--- config.mk ---
export PLATFORM = sky130hd
export DESIGN_NAME = rx_addr_filter
export DESIGN_NICKNAME = d
export VERILOG_FILES = /design/src/rtl/rxf_pkg.sv /design/src/rtl/rxf_cfg_snap.sv /design/src/rtl/rxf_byte_track.sv /design/src/rtl/rxf_hash_crc.sv /design/src/rtl/rxf_match.sv /design/src/rtl/rx_addr_filter.sv
export SDC_FILE = /design/constraint.sdc
export NUM_CORES = 1
export LEC_CHECK = 0
export ABC_AREA = 1
export BUFFER_PORTS_ARGS = -buffer_cell sky130_fd_sc_hd__buf_2
export CORE_UTILIZATION = 25
export CTS_CLUSTER_SIZE = 10
export DETAILED_ROUTE_END_ITERATION = 8
export MAX_ROUTING_LAYER = met4
export PLACE_DENSITY = 0.39
export SYNTH_ARGS = -nofsm -noshare
export SYNTH_HDL_FRONTEND = slang
export SYNTH_SLANG_ARGS = --single-unit
export TNS_END_PERCENT = 20
--- constraint.sdc ---
create_clock -name clk -period 6 [get_ports clk]
set_input_delay 0.9 -clock clk [delete_from_list [all_inputs] [get_ports clk]]
set_output_delay 0.9 -clock clk [all_outputs]
set_load 0.02 [all_outputs]
--- src/rtl/rxf_pkg.sv ---
package rxf_pkg;

  // Filter mode bits captured per frame
  typedef struct packed {
    logic promisc;
    logic rej_bcast;
    logic all_hash;
  } rxf_mode_t;

  // Address classification used by the decision stage
  typedef enum logic [1:0] {
    CLS_BCAST = 2'd0,
    CLS_HASH  = 2'd1,
    CLS_UCAST = 2'd2,
    CLS_SHORT = 2'd3
  } rxf_class_e;

endpackage

--- src/rtl/rxf_cfg_snap.sv ---
module rxf_cfg_snap
  import rxf_pkg::*;
#(
  parameter int unsigned ADDR_W = 48,
  parameter int unsigned TBL_W  = 64
) (
  input  logic              clk,
  input  logic              rst,
  input  logic              load,
  input  logic              busy,
  input  rxf_mode_t         mode_live,
  input  logic [ADDR_W-1:0] sta_live,
  input  logic [TBL_W-1:0]  tbl_live,
  output rxf_mode_t         mode_eff,
  output logic [ADDR_W-1:0] sta_eff,
  output logic [TBL_W-1:0]  tbl_eff,
  output rxf_mode_t         mode_held
);

  rxf_mode_t         mode_q;
  logic [ADDR_W-1:0] sta_q;
  logic [TBL_W-1:0]  tbl_q;

  always_ff @(posedge clk) begin
    if (rst) begin
      mode_q <= '0;
      sta_q  <= '0;
      tbl_q  <= '0;
    end else if (load) begin
      mode_q <= mode_live;
      sta_q  <= sta_live;
      tbl_q  <= tbl_live;
    end
  end

  // The start octet itself sees the live values; later octets see the copy
  assign mode_eff  = load ? mode_live : mode_q;
  assign sta_eff   = load ? sta_live  : sta_q;
  assign tbl_eff   = load ? tbl_live  : tbl_q;
  assign mode_held = mode_q;

  a_r9_snapshot_frozen: assert property (@(posedge clk) disable iff (rst)
    (busy && !load) |=> ($stable(mode_q) && $stable(sta_q) && $stable(tbl_q)));

endmodule

--- src/rtl/rxf_byte_track.sv ---
module rxf_byte_track #(
  parameter int unsigned ADDR_BYTES = 6,
  parameter int unsigned CNT_W      = $clog2(ADDR_BYTES)
) (
  input  logic             clk,
  input  logic             rst,
  input  logic             vld,
  input  logic             sof,
  input  logic             eof,
  output logic             take,
  output logic             first,
  output logic             last,
  output logic             short_end,
  output logic             busy,
  output logic [CNT_W-1:0] pos
);

  localparam logic [CNT_W-1:0] LAST_POS = CNT_W'(ADDR_BYTES - 1);

  logic             act_q;
  logic [CNT_W-1:0] cnt_q;

  assign first     = vld && sof;
  assign take      = vld && (sof || act_q);
  assign pos       = first ? '0 : cnt_q;
  assign last      = take && (pos == LAST_POS);
  assign short_end = take && eof && !last;
  assign busy      = act_q;

  always_ff @(posedge clk) begin
    if (rst) begin
      act_q <= 1'b0;
      cnt_q <= '0;
    end else if (take) begin
      if (last || eof) begin
        act_q <= 1'b0;
        cnt_q <= '0;
      end else begin
        act_q <= 1'b1;
        cnt_q <= pos + CNT_W'(1);
      end
    end
  end

  a_r8_pos_in_range: assert property (@(posedge clk) disable iff (rst)
    cnt_q <= LAST_POS);

  a_r10_start_restarts: assert property (@(posedge clk) disable iff (rst)
    (vld && sof && !eof) |=> (act_q && cnt_q == CNT_W'(1)));

endmodule

--- src/rtl/rxf_hash_crc.sv ---
module rxf_hash_crc #(
  parameter int unsigned          DATA_W   = 8,
  parameter int unsigned          CRC_W    = 32,
  parameter logic [CRC_W-1:0]     CRC_POLY = 32'h04C11DB6,
  parameter int unsigned          IDX_W    = 6
) (
  input  logic              clk,
  input  logic              rst,
  input  logic              take,
  input  logic              first,
  input  logic [DATA_W-1:0] data,
  output logic [IDX_W-1:0]  idx_next
);

  // One octet of the bit-serial hash CRC, LSB first, unrolled
  function automatic logic [CRC_W-1:0] crc_octet(input logic [CRC_W-1:0] c_in,
                                                 input logic [DATA_W-1:0] d);
    logic [CRC_W-1:0] c;
    logic             fb;
    c = c_in;
    for (int i = 0; i < int'(DATA_W); i++) begin
      fb = c[CRC_W-1] ^ d[i];
      c  = {c[CRC_W-2:0], 1'b0};
      if (fb) c = (c ^ CRC_POLY) | CRC_W'(1);
    end
    return c;
  endfunction

  logic [CRC_W-1:0] crc_q;
  logic [CRC_W-1:0] crc_next;

  assign crc_next = crc_octet(first ? '1 : crc_q, data);
  assign idx_next = crc_next[CRC_W-1 -: IDX_W];

  always_ff @(posedge clk) begin
    if (rst)       crc_q <= '1;
    else if (take) crc_q <= crc_next;
  end

  a_r3_crc_holds_when_idle: assert property (@(posedge clk) disable iff (rst)
    !take |=> $stable(crc_q));

endmodule

--- src/rtl/rxf_match.sv ---
module rxf_match #(
  parameter int unsigned DATA_W     = 8,
  parameter int unsigned ADDR_BYTES = 6,
  parameter int unsigned CNT_W      = 3,
  parameter int unsigned ADDR_W     = DATA_W * ADDR_BYTES
) (
  input  logic              clk,
  input  logic              rst,
  input  logic              take,
  input  logic              first,
  input  logic [CNT_W-1:0]  pos,
  input  logic [DATA_W-1:0] data,
  input  logic [ADDR_W-1:0] sta_eff,
  output logic              bcast_n,
  output logic              ucast_n,
  output logic              grp_n
);

  logic              bc_q, uc_q, grp_q;
  logic [ADDR_W-1:0] sta_sh;
  logic [DATA_W-1:0] sta_byte;

  // Octet 0 of the address sits in the most significant octet of the station
  assign sta_sh   = sta_eff >> (DATA_W * (ADDR_BYTES - 1 - int'(pos)));
  assign sta_byte = sta_sh[DATA_W-1:0];

  assign bcast_n = (first || bc_q) && (data == '1);
  assign ucast_n = (first || uc_q) && (data == sta_byte);
  assign grp_n   = first ? data[0] : grp_q;

  always_ff @(posedge clk) begin
    if (rst) begin
      bc_q  <= 1'b0;
      uc_q  <= 1'b0;
      grp_q <= 1'b0;
    end else if (take) begin
      bc_q  <= bcast_n;
      uc_q  <= ucast_n;
      grp_q <= grp_n;
    end
  end

endmodule

--- src/rtl/rx_addr_filter.sv ---
module rx_addr_filter
  import rxf_pkg::*;
#(
  parameter int unsigned      DATA_W     = 8,
  parameter int unsigned      ADDR_BYTES = 6,
  parameter int unsigned      STA_LO_W   = 32,
  parameter int unsigned      CRC_W      = 32,
  parameter logic [CRC_W-1:0] CRC_POLY   = 32'h04C11DB6,
  parameter int unsigned      IDX_W      = 6
) (
  input  logic                           clk,
  input  logic                           rst,
  input  logic                           in_vld,
  input  logic                           in_sof,
  input  logic                           in_eof,
  input  logic [DATA_W-1:0]              in_data,
  input  logic                           mode_promisc,
  input  logic                           mode_rej_bcast,
  input  logic                           mode_all_hash,
  input  logic [DATA_W*ADDR_BYTES-STA_LO_W-1:0] station_hi,
  input  logic [STA_LO_W-1:0]            station_lo,
  input  logic [(2**IDX_W)/2-1:0]        hash_word0,
  input  logic [(2**IDX_W)/2-1:0]        hash_word1,
  output logic                           dec_vld,
  output logic                           dec_accept,
  output logic                           dec_miss
);

  localparam int unsigned ADDR_W = DATA_W * ADDR_BYTES;
  localparam int unsigned TBL_W  = 2 ** IDX_W;
  localparam int unsigned CNT_W  = $clog2(ADDR_BYTES);

  rxf_mode_t         mode_live, mode_eff, mode_held;
  logic [ADDR_W-1:0] sta_eff;
  logic [TBL_W-1:0]  tbl_eff;
  logic              take, first, last, short_end, busy;
  logic [CNT_W-1:0]  pos;
  logic [IDX_W-1:0]  idx_next;
  logic              bcast_n, ucast_n, grp_n;
  rxf_class_e        cls;
  logic              miss_n;

  assign mode_live = '{promisc: mode_promisc, rej_bcast: mode_rej_bcast,
                       all_hash: mode_all_hash};

  rxf_byte_track #(.ADDR_BYTES(ADDR_BYTES), .CNT_W(CNT_W)) u_track (
    .clk(clk), .rst(rst), .vld(in_vld), .sof(in_sof), .eof(in_eof),
    .take(take), .first(first), .last(last), .short_end(short_end),
    .busy(busy), .pos(pos)
  );

  rxf_cfg_snap #(.ADDR_W(ADDR_W), .TBL_W(TBL_W)) u_snap (
    .clk(clk), .rst(rst), .load(first), .busy(busy),
    .mode_live(mode_live), .sta_live({station_hi, station_lo}),
    .tbl_live({hash_word1, hash_word0}),
    .mode_eff(mode_eff), .sta_eff(sta_eff), .tbl_eff(tbl_eff),
    .mode_held(mode_held)
  );

  rxf_hash_crc #(.DATA_W(DATA_W), .CRC_W(CRC_W), .CRC_POLY(CRC_POLY), .IDX_W(IDX_W)) u_crc (
    .clk(clk), .rst(rst), .take(take), .first(first), .data(in_data),
    .idx_next(idx_next)
  );

  rxf_match #(.DATA_W(DATA_W), .ADDR_BYTES(ADDR_BYTES), .CNT_W(CNT_W), .ADDR_W(ADDR_W)) u_match (
    .clk(clk), .rst(rst), .take(take), .first(first), .pos(pos),
    .data(in_data), .sta_eff(sta_eff),
    .bcast_n(bcast_n), .ucast_n(ucast_n), .grp_n(grp_n)
  );

  // Classification: short frame, then broadcast, then hash, else unicast
  always_comb begin
    if (short_end)                         cls = CLS_SHORT;
    else if (bcast_n)                      cls = CLS_BCAST;
    else if (grp_n || mode_eff.all_hash)   cls = CLS_HASH;
    else                                   cls = CLS_UCAST;
    case (cls)
      CLS_SHORT: miss_n = 1'b1;
      CLS_BCAST: miss_n = mode_eff.rej_bcast;
      CLS_HASH:  miss_n = !tbl_eff[idx_next];
      default:   miss_n = !ucast_n;
    endcase
  end

  always_ff @(posedge clk) begin
    if (rst) begin
      dec_vld    <= 1'b0;
      dec_accept <= 1'b0;
      dec_miss   <= 1'b0;
    end else begin
      dec_vld <= last || short_end;
      if (last || short_end) begin
        dec_miss   <= miss_n;
        dec_accept <= !miss_n || mode_eff.promisc;
      end
    end
  end

  a_r1_quiet_after_reset: assert property (@(posedge clk)
    rst |=> !dec_vld);

  a_r7_hit_accepted: assert property (@(posedge clk) disable iff (rst)
    (dec_vld && !dec_miss) |-> dec_accept);

  a_r7_miss_dropped: assert property (@(posedge clk) disable iff (rst)
    (dec_vld && dec_miss && !mode_held.promisc) |-> !dec_accept);

  a_r8_idle_no_decision: assert property (@(posedge clk) disable iff (rst)
    (!busy && !(in_vld && in_sof)) |=> !dec_vld);

endmodule

Word-level counts from Yosys, hierarchy flattened
Cells that the tools add are included.
W data, S select, Z words.

word-level totals
  flip-flop bits (word level) = 157
  input bits = 128
  word-level logic and storage cells = 80

operators by class
  add/subtract/negate cells = 2
  magnitude comparators = 1
  equality and inequality tests = 5
  shift operators = 1
  muxes and demuxes = 22
  bitwise gates (word level) = 16
  reductions and logical operators = 19

operators with widths
  kind                   count
  $mux W27               8
  $not A13 Y13           8
  $mux W64               1
  $mux W48               1
  $shr A48 B32 Y8        1
  $mux W32               1
  $mux W3                3
  $eq A8 B8 Y1           1
  $eq A8 B8 Y1 const B   1
  $xor A1 B1 Y1          8
  $logic_and A1 B1 Y1    7
  $logic_or A1 B1 Y1     7
  $lt A6 B7 Y1 const B   1
  $bmux W1 S6            1
  $mux W2                3
  $logic_not A1 Y1       4
  $sub A3 B3 Y4 const A  1
  $add A3 B1 Y3 const B  1
  $eq A3 B3 Y1 const B   1
  $mux W1                3
  $pmux W1 S3            1
  $eq A2 B1 Y1 const B   1
  $eq A2 B2 Y1 const B   1
  $logic_not A2 Y1       1

Longest topological paths before layout
  word-level depth = 24
  mapped depth = 25
  depth with buffers taken out = 21

Hierarchy
Synthesis repeated with hierarchy kept, for this count alone.

unflattened totals
  cell total of the unflattened synthesis = 1,749
  area total of the unflattened synthesis = 10,078.4 µm²

by module, submodules not included
  module          instances  cells an instance  area an instance (µm²)
  rxf_cfg_snap    1          959                5,556.6
  rxf_hash_crc    1          394                2,498.6
  rxf_match       1          188                912.1
  rx_addr_filter  1          171                840.8
  rxf_byte_track  1          37                 270.3

Worst setup path before layout
No wires, ideal clock.

  kind = input to register
  start = input port in_vld
  end = register dec_miss
  library setup time = 0.131 ns
  arrival = 3.453 ns
  required time = 5.869 ns
  path slack = 2.417 ns
  stages on the path = 20
  path through = nand2_2 > buf_4 > buf_6 > buf_2 > buf_2 > nand2_1 > inv_1 > ha_1 > clkbuf_1 > nor2_1 > nand2_1 > a21oi_1 > xor2_1 > nand2_1 > nor2_1 > nand3_1 > nand2_1 > inv_1 > nand2_1 > a21oi_2

on the way
  word-level cells in the longest chain between the ends = 17
  elaborated cells on any way between the ends = 57
  those cells by class = 1 x add/sub; 4 x eq/ne; 1 x shift; 20 x mux; 16 x bitwise; 15 x reduce/logical

RTL lines
  what                           RTL line              text
  start: declaration             rx_addr_filter.sv:13  input logic in_vld,
  $logic_and A1 B1 Y1            rxf_byte_track.sv:23  assign first = vld && sof;
  $mux W32                       rxf_hash_crc.sv:32    assign crc_next = crc_octet(first ? '1 : crc_q, data);
  $mux W27 (3 in a row)          rxf_hash_crc.sv:24    if (fb) c = (c ^ CRC_POLY) | CRC_W'(1);
  $not A13 Y13 (no line)         --
  $mux W27                       rxf_hash_crc.sv:24
  $not A13 Y13 (no line)         --
  $mux W27 (3 in a row)          rxf_hash_crc.sv:24
  $not A13 Y13 (no line)         --
  $mux W27                       rxf_hash_crc.sv:24
  $bmux W1 S6                    rx_addr_filter.sv:80  CLS_HASH: miss_n = !tbl_eff[idx_next];
  $mux W1 (not written as such)  rx_addr_filter.sv:80
  $logic_not A1 Y1               rx_addr_filter.sv:80
  $pmux W1 S3                    rx_addr_filter.sv:77  case (cls)
  end signal: assignment         rx_addr_filter.sv:93  dec_miss <= miss_n;
  end: declaration               rx_addr_filter.sv:26  output logic dec_miss

Several ways; a longest one is shown, not always the timed one. The select of a mux whose other input is x is not followed.
A chain may end at the register's enable or synchronous reset.

Final worst setup path
Same ends and word-level chain as after synthesis.

==> results.ini <==
[run_status]
status = finished, final reports clean

[timing]
final_hold_viol_count = 0
rsz0062_at_grt = false
worst_pin_slew_ps = 961
max_freq_ghz = 0.255
slew_headroom_pct = 35.9
post-route-min-period_ps = 3920
finalCritPeriodShare_pct = 65.3
setup_tns_ps = 0
skew_ps = 8.15
maxSlewViolCount = 0
fin_hold_ws_ps = 472
setup_viol = 0

[clocking]
tritoncts = yes
cts_hold_buf = 0
clk_latency_ps = 440
root_buffer = clkbuf_16
cts_resized = 0
cts_setup_buffers = 0
clkSlewWorstSetupHoldPaths_ps = 70
htree_levels = 4
cts_buffer_depth = 2
cts-buffers-inserted = 17
clock_sinks = 157

[global_route]
grt_max_degree = 81
grt_pass1_wl_mm = 39.7
grt_pass1_vias = 6890
antenna_found_initial = 1
grt.overflow.total = 0
gr-usage-all-layers_pct = 16.2

[power_and_ir_drop]
pwr-share-seq_pct = 38.1
clkPwrFrac_pct = 35.3
p_comb_share_pct = 26.5
peakVddDrop_v = 0.000204
p_per_area_mw_per_mm2 = 315
switchingPower_uw = 1020
p_leak_uw = 0.00457
p_int_uw = 1950
total_power_uw = 2960
switching_share_pct = 34.3

[cells_and_area]
ff_latch_area_mm2 = 0.00314
multi_input_area_mm2 = 0.00427
drive_above_1_share_pct = 18.0
layout_commonest_cell = nand2_1
n_fill_cell = 3407
synthToLayoutAreaGrowth_pct = 18.3
fin_cells = 1539
finalNetCount = 1260
final_util_pct = 30.4
final_cell_mix = nand2_1 (217), dfxtp_1 (157), nand3_1 (132)

[routing]
via_per_inst = 4.54
wl_met3_um = 998
wl_per_cell_um = 16.2
top_layer_used = met4
met1Wirelength_mm = 12.9
met2_length_mm = 10.7
drc = 0
detailedRoute.firstIterationViolations = 488
num_vias = 6986
dr.pass1.iters = 5
drtAntennaViolNets = 0
wl_mm = 24.9

[setup_path]
cpMaxStageDelayCell = nor2_2
worstPathCellList = buf_2, nand2_8, inv_4, nor2_2, inv_1, nand2_1, o211ai_1, nand3_1, nand2_1, nand2_1, xor2_1, nand3_1, nor2_1, nand3_1, nand2_1, inv_1, nand2_1, a21oi_2
crit_path_end_kind = flip-flop
cpMostUsedCell = nand2_1
cp_max_fo = 80
slowest_delay_ps = 770
critPathArrivalTime_ps = 4200
path_delay_family = simple AND/OR/NAND/NOR gates
startpoint_type = primary input
crit_type = in -> reg
required_ps = 6280
r2r_slack_ps = 2930
path_buf_inv = 4

[worst_hold_path]
holdCritPathClass = reg -> reg

[synth]
synthArstFlopShare_pct = 0
syn-num-nets = 1166
ys_ff_latch = 157
syn_inst = 1035
yosysSeqAreaShare_pct = 39.5
yosysWarnings = 0
yosysUniqueCellTypes = 40
synth-main-ff-cell = dfxtp_1
synth_area_mm2 = 0.00795
synth_edf_count = 0
syn_avg_cell_area_um2 = 7.68

[placement]
dp.cells = 1506
port_buffers = 130
dp_hpwl_mm = 17.2
gp_congestion = 0.783

[floorplan]
dieArea_mm2 = 0.0325
core_mm2 = 0.0309
rows = 64
initial_utilization_pct = 25.7
die_y_um = 180
die_w_um = 180
ioPinCount = 131

[job]
cap_violations = 0

## Yosys cell counts, types with 2 or more instances
master	n	share of area, %
a21oi_1	45	2.8
a31oi_1	2	0.16
buf_1	3	0.14
buf_2	21	1.3
buf_4	7	0.66
buf_6	4	0.57
clkbuf_1	26	1.2
dfxtp_1	157	40
ha_1	3	0.47
inv_1	53	2.5
inv_2	6	0.28
inv_4	2	0.16
mux2i_1	76	9.6
nand2_1	217	10
nand2_2	7	0.55
nand2_4	5	0.71
nand3_1	132	8.3
nand3b_1	2	0.19
nor2_1	125	5.9
nor2_2	2	0.16
nor2_8	2	0.50
o211ai_1	15	1.4
o21ai_0	30	1.9
o221ai_1	13	1.4
o22ai_1	8	0.63
or2_2	5	0.39
xnor2_1	22	2.4
xnor2_2	2	0.41
xnor2_4	2	0.69
xor2_1	31	3.4
## worst reg2reg max path, cell delays in order (launching register included)
cell and delay [ps]:
dfxtp_1 330, inv_1 70, nand2_1 80, nand2_1 70, nand2_1 170, nand2_2 100, nand2_4 170, nand3_4 380
nand2_4 510, inv_2 170, nand2_1 90, nand3_1 60, nand3_1 110, nand3_1 110, nand3_1 120, nand3_1 70
nand2_1 120, nand2_1 80, nand2_1 80, a21oi_2 50
## layout make-up
type                    instances  share of cell area [%]
well taps                     396                    5.27
flip-flops and latches        157                    33.4
clock buffers                  20                    4.96
clock inverters                12                   0.931
inverters                      62                    2.53
diodes                          1                  0.0266
repair buffers                136                    7.42
multi-input cells             755                    45.4
## cell families (layout without fill, tap and decap cells)
family	after synthesis	count (layout)	synth area share, %
AO/OA/AOI/OAI	116	116	8.62
XOR/XNOR	59	59	7.49
adder cells (fa/ha/maj)	3	3	0.472
buffers and inverters	123	230	6.91
flip-flops	157	157	39.5
multiplexers	76	76	9.57
other	0	1	0
AND/OR/NAND/NOR	501	501	27.4
## sequential cells by signal, indices dropped and copies added, names as in the netlist, 3 cells and up
register,cells
u_snap.sta_q,48
u_snap.mode_held,3
u_crc.crc_q,32
u_track.cnt_q,3
u_snap.tbl_q,64
## per-layer routing
metal	global-route usage, %	up-vias
li1	-	3603
met1	23.0	3224
met2	23.3	143
met3	2.85	16
met4	4.17	0
met5	-	-
## through the flow
stage          worst slack, ps  cell area [µm²]
6_report                  2080             9400
5_1_grt                   1610             9400
3_5_place_dp              1570             8850
3_3_place_gp              1570             8850
4_1_cts                   2030             9400
2_1_floorplan             2420             7950
## path summary, 6_finish.rpt
kind	startpoint	endpoint	cells after the start
setup / recovery	in_vld	dec_miss	18
hold / removal	u_track.cnt_q[2]	u_track.cnt_q[2]	2
setup reg to reg	u_crc.crc_q[30]	dec_miss	19
hold reg to reg	u_track.cnt_q[2]	u_track.cnt_q[2]	2
## power by group through the flow
stage	clock, µW	sequential (µW)	combinational (µW)
2_1_floorplan	0	1150	574
3_3_place_gp	0	1150	802
3_5_place_dp	0	1150	798
4_1_cts	1080	1130	801
5_1_grt	1120	1140	883
6_report	1050	1130	787
Note: power is estimated with default switching activity, not from simulation.
